===== src/rtl/sdram_ctrl.sv =====
module sdram_ctrl #(
  parameter int BANK_W  = 2,
  parameter int ROW_W   = 12,
  parameter int COL_W   = 9,
  parameter int DQ_W    = 16,
  parameter int CAS_LAT = 2,
  parameter int T_INIT  = 20000,
  parameter int T_RP    = 2,
  parameter int T_RCD   = 2,
  parameter int T_RFC   = 7,
  parameter int T_MRD   = 2,
  parameter int REFI    = 1560
) (
  input  logic                            clk,
  input  logic                            rst_n,
  input  logic                            req_valid,
  input  logic                            req_write,
  input  logic [BANK_W+ROW_W+COL_W-1:0]   req_addr,
  input  logic [DQ_W-1:0]                 req_wdata,
  input  logic [DQ_W/8-1:0]               req_be,
  output logic                            req_ready,
  output logic [DQ_W-1:0]                 rd_data,
  output logic                            rd_valid,
  output logic                            sd_cke,
  output logic                            sd_cs_n,
  output logic                            sd_ras_n,
  output logic                            sd_cas_n,
  output logic                            sd_we_n,
  output logic [BANK_W-1:0]               sd_ba,
  output logic [ROW_W-1:0]                sd_addr,
  output logic [DQ_W/8-1:0]               sd_dqm,
  output logic [DQ_W-1:0]                 sd_dq_out,
  output logic                            sd_dq_oe,
  input  logic [DQ_W-1:0]                 sd_dq_in
);
  localparam int AW = BANK_W + ROW_W + COL_W;
  localparam int NB = DQ_W / 8;
  localparam int TW = $clog2(T_INIT + CAS_LAT + T_RP + T_RFC + T_RCD + T_MRD + 2);
  localparam int RW = $clog2(REFI + 1);
  localparam logic [3:0] C_NOP = 4'b0111, C_ACT = 4'b0011, C_RD  = 4'b0101,
                         C_WR  = 4'b0100, C_PRE = 4'b0010, C_REF = 4'b0001,
                         C_MRS = 4'b0000;
  localparam logic [ROW_W-1:0] AP_BIT    = ROW_W'(1 << 10);
  localparam logic [ROW_W-1:0] MODE_WORD = ROW_W'(CAS_LAT << 4);

  typedef enum logic [2:0] {ST_PWR, ST_REF1, ST_REF2, ST_MODE, ST_IDLE, ST_COL} st_t;

  st_t              st;
  logic [TW-1:0]    tmr;
  logic [RW-1:0]    ref_cnt;
  logic             ref_pend, live;
  logic [3:0]       cmd;
  logic             op_wr;
  logic [COL_W-1:0] op_col;
  logic [DQ_W-1:0]  op_data;
  logic [NB-1:0]    op_be;
  logic [CAS_LAT:0] rd_pipe;

  assign {sd_cs_n, sd_ras_n, sd_cas_n, sd_we_n} = cmd;
  assign req_ready = (st == ST_IDLE) && (tmr == '0) && !ref_pend;

  always_ff @(posedge clk or negedge rst_n) begin
    if (!rst_n) begin
      st <= ST_PWR;     tmr <= TW'(T_INIT); cmd <= C_NOP;  sd_cke <= 1'b0;
      sd_ba <= '0;      sd_addr <= '0;      sd_dqm <= '0;  sd_dq_out <= '0;
      sd_dq_oe <= 1'b0; ref_cnt <= '0;      ref_pend <= 1'b0; live <= 1'b0;
      op_wr <= 1'b0;    op_col <= '0;       op_data <= '0; op_be <= '0;
      rd_pipe <= '0;    rd_valid <= 1'b0;   rd_data <= '0;
    end else begin
      sd_cke   <= 1'b1;
      cmd      <= C_NOP;
      sd_dq_oe <= 1'b0;
      sd_dqm   <= '0;
      rd_pipe  <= {rd_pipe[CAS_LAT-1:0], 1'b0};
      rd_valid <= rd_pipe[CAS_LAT];
      if (rd_pipe[CAS_LAT])
        for (int i = 0; i < NB; i++)
          rd_data[8*i +: 8] <= op_be[i] ? sd_dq_in[8*i +: 8] : 8'h00;

      if (tmr != '0) tmr <= tmr - 1'b1;
      else begin
        case (st)
          ST_PWR: begin
            cmd <= C_PRE; sd_addr <= AP_BIT; tmr <= TW'(T_RP - 1); st <= ST_REF1;
          end
          ST_REF1: begin cmd <= C_REF; tmr <= TW'(T_RFC - 1); st <= ST_REF2; end
          ST_REF2: begin cmd <= C_REF; tmr <= TW'(T_RFC - 1); st <= ST_MODE; end
          ST_MODE: begin
            cmd <= C_MRS; sd_ba <= '0; sd_addr <= MODE_WORD;
            tmr <= TW'(T_MRD - 1); st <= ST_IDLE; live <= 1'b1;
          end
          ST_IDLE: begin
            if (ref_pend) begin
              cmd <= C_REF; ref_pend <= 1'b0; tmr <= TW'(T_RFC - 1);
            end else if (req_valid) begin
              cmd     <= C_ACT;
              sd_ba   <= req_addr[AW-1 -: BANK_W];
              sd_addr <= req_addr[COL_W +: ROW_W];
              op_wr   <= req_write;
              op_col  <= req_addr[COL_W-1:0];
              op_data <= req_wdata;
              op_be   <= req_be;
              tmr     <= TW'(T_RCD - 1);
              st      <= ST_COL;
            end
          end
          ST_COL: begin
            cmd        <= op_wr ? C_WR : C_RD;
            sd_addr    <= ROW_W'(op_col) | AP_BIT;
            sd_dqm     <= ~op_be;
            sd_dq_oe   <= op_wr;
            sd_dq_out  <= op_data;
            rd_pipe[0] <= !op_wr;
            tmr        <= op_wr ? TW'(T_RP) : TW'(CAS_LAT + T_RP);
            st         <= ST_IDLE;
          end
          default: st <= ST_PWR;
        endcase
      end

      if (live) begin
        if (ref_cnt == RW'(REFI - 1)) begin
          ref_cnt  <= '0;
          ref_pend <= 1'b1;
        end else ref_cnt <= ref_cnt + 1'b1;
      end
    end
  end
endmodule


===== config.mk =====
export PLATFORM = sky130hd
export DESIGN_NAME = sdram_ctrl
export DESIGN_NICKNAME = d
export VERILOG_FILES = /design/src/rtl/sdram_ctrl.sv
export SDC_FILE = /design/constraint.sdc
export NUM_CORES = 1
export LEC_CHECK = 0
export BUFFER_PORTS_ARGS = -buffer_cell sky130_fd_sc_hd__buf_2
export CAP_MARGIN = 10
export CORE_UTILIZATION = 54
export CTS_BUF_LIST = sky130_fd_sc_hd__clkbuf_16
export CTS_CLUSTER_DIAMETER = 100
export CTS_CLUSTER_SIZE = 28
export DETAILED_ROUTE_END_ITERATION = 7
export HOLD_SLACK_MARGIN = 0.15
export PLACE_DENSITY = 0.8
export SKIP_LAST_GASP = 1
export SLEW_MARGIN = 0
export SYNTH_ARGS = -nofsm -noshare
export SYNTH_HDL_FRONTEND = slang
export SYNTH_SLANG_ARGS = --single-unit

===== constraint.sdc =====
create_clock -name clk -period 2.55 [get_ports clk]
set_input_delay 0.255 -clock clk [delete_from_list [all_inputs] [get_ports clk]]
set_output_delay 0.255 -clock clk [all_outputs]
set_load 0.1 [all_outputs]

==> reports/metrics.yaml <==
grt.busiest_layer: "met2"
core-area_um2: 8890
finalClockSkew_ns: 0.0105
row_count: 34
post_dp_cell_area_um2: 5820
cts_made_buffers: 17
synthFlopType: "dfrtp_1"
drcViolationCount: 0
finalNonFillerCells: 723
routabilityCongestion: 0.796
relSlewSlack_pct: 38.6
dr.pass1.iters: 6
drv_cap: 0
viasPerCell: 5.73
synth_seq_area_share_pct: 57.7
die_w_um: 98.7
clock_latency_ns: 0.42
design_area_um2: 6940
start_util_pct: 56.8
io_pins: 117
vdd_drop_max_mv: 0.567
ys_ff_latch: 116
use_met2_pct: 51.5
cts_root_buf: "clkbuf_16"
fmax_mhz: 415
wirelength_um: 13300
worst_slew_pin_slew_ns: 0.921
avgSynthCellArea_um2: 11.9
timing.final.crit_share_pct: 94.4
syn2layout_area_growth_pct: 37.4
post-route-util_pct: 78.0
io_buffers: 115
numClockSinks: 116
setup_viol: 0
startpoint_type: "flip-flop"
multi_input_area_um2: 1960
dp.cells: 641
drive_gt1_share_pct: 35.8
final.setup.tns_ns: 0
grt_remaining_overflow: 0
h-tree-depth: 4
met3_usage_pct: 8.79
synth_nets: 487
grt_setup_unrepaired: "no"
path_clk_slew_ns: 0.06
ys_types: 53
crit_type: "reg2out"
layout_common_cells: "113 x buf_2, 108 x dfrtp_1, 49 x dlygate4sd3_1"
hold_viol: 0
dp.final_hpwl_um: 7600
synth_edf_count: 0
ff_latch_area_um2: 2910
outcome: "finished, final reports clean"
p_leak_nw: 3.47
syn_area_um2: 5050
floorplan.die_area_um2: 9740
grt_pass1_vias: 4392
grt_first_pass_wirelength_um: 21500
die_y_um: 98.7
path_max_fanout: 17
cp.required_ns: 2.30
arrival_ns: 2.15
wire_per_inst_um: 18.4
final_nets: 666
antenna_left: 0
cts_buffer_depth: 2
crit_path_end_kind: "primary output"
grt_max_degree: 56
n_antenna_cell: 0
grt.total_usage_pct: 29.2
tritoncts: "done"
post-place-ws_ns: 0.203
async_reset_ff_share_pct: 100
whs_ns: 0.195
power.total_mw: 4.53
slew_violations: 0
antenna_found_initial: 0
fill_cells: 473
powerDensity_nw_per_um2: 653
hold_path.class: "in2reg"
synthCells: 423
via_count: 4141
drt_first_iter_violations: 290
fin_crit_ns: 2.41
synth_warnings: 0
setup_slack_ns: 0.142
met1_usage_pct: 32.1
final_common_cell: "buf_2"
==> registers in the layout, summed over array words and instances, names as in the netlist <==
| register | cells |
|---|---|
| tmr | 15 |
| op_data | 16 |
| sd_cke | 1 |
| rd_valid | 1 |
| sd_addr | 12 |
| ref_pend | 1 |
| ref_cnt | 11 |
| sd_ba | 2 |
| op_col | 9 |
| op_be | 2 |
| cmd | 3 |
| sd_dq_out | 16 |
| rd_pipe | 3 |
| rd_data | 16 |
| sd_dqm | 2 |
| st | 3 |
| live | 1 |
| sd_dq_oe | 1 |
| op_wr | 1 |
==> final cells by class <==
type	count	area share, %
Sequential cell	116	42.0
Multi-Input combinational cell	261	28.2
Timing Repair Buffer	180	17.7
Clock buffer	17	6.13
Clock inverter	15	2.61
Tap cell	108	1.95
Inverter	26	1.41
==> path summary, 6_finish.rpt <==
kind | startpoint | to | slack [ns] | cells past startpoint
max | tmr[6] | req_ready | 0.14 | 5
min | req_addr[15] | sd_addr[6] | 0.20 | 3
max reg2reg | tmr[6] | sd_dq_out[1] | 0.15 | 6
min reg2reg | rd_pipe[1] | rd_pipe[2] | 0.38 | 0
max in group asynchronous | rst_n | cmd[0] | 1.47 | 3
min in group asynchronous | rst_n | ref_cnt[2] | 0.36 | 2
==> cell families (layout without fill, tap and decap cells) <==
kind of cell | after synthesis | count (layout) | share of synthesized area (%)
flops | 116 | 116 | 57.7
simple gates | 109 | 109 | 12.4
compound gates | 72 | 72 | 9.07
mux | 65 | 65 | 14.3
buf+inv | 46 | 238 | 3.96
xor+xnor | 10 | 10 | 1.73
fa+ha+maj | 3 | 3 | 0.743
other cells | 2 | 2 | 0.149
==> layer usage <==
layer | up-vias | wire length, um
met2 | 207 | 6870
met3 | 52 | 901
li1 | 1850 | -
met4 | 0 | 552
met1 | 2032 | 5010
met5 | - | 0
==> critical path, cell delays in order (launching register included) <==
cell and delay, ns:
dfrtp_1 0.45, nor4_4 0.43, and4_4 0.42, nand2_1 0.13, nor2_4 0.12, buf_12 0.18
==> synthesized netlist by cell type (3+ instances only) <==
| library cell | instances | area share, % |
|---|---|---|
| xnor2_1 | 7 | 1.2 |
| a2111oi_0 | 3 | 0.52 |
| mux2i_1 | 8 | 1.6 |
| a211oi_1 | 3 | 0.45 |
| inv_1 | 26 | 1.9 |
| ha_1 | 3 | 0.74 |
| nor4_1 | 4 | 0.50 |
| dfstp_2 | 8 | 4.2 |
| or3_1 | 4 | 0.50 |
| mux2_2 | 37 | 8.2 |
| o21ai_0 | 27 | 2.7 |
| buf_2 | 4 | 0.40 |
| clkbuf_1 | 11 | 0.82 |
| dfrtp_1 | 108 | 54 |
| mux2_1 | 20 | 4.5 |
| xor2_1 | 3 | 0.52 |
| nand2_1 | 22 | 1.6 |
| or2_2 | 5 | 0.62 |
| and3_1 | 3 | 0.37 |
| nor3_1 | 8 | 0.79 |
| nand2b_1 | 4 | 0.50 |
| nand4_1 | 4 | 0.50 |
| nand3_1 | 21 | 2.1 |
| nor2_1 | 17 | 1.3 |
| a21oi_1 | 14 | 1.4 |
| or4_1 | 3 | 0.45 |
| a22o_1 | 13 | 2.3 |
==> timing repair <==
item | 4_1_cts | 5_1_grt
pin swaps | 0 | 1
hold buffers | 49 | 0
hold endpoints to repair | 86 | 0
setup endpoints to repair | 1 | 1
gates resized for setup | 2 | 1
buffers inserted | 0 | 2
==> power breakdown <==
group	internal (mW)	total (mW)	switching (mW)
combinational	0.103	0.204	0.101
clock	1.54	2.44	0.894
sequential	1.87	1.89	0.0194
total	3.51	4.53	1.01
(Power assumes the default switching activity.)
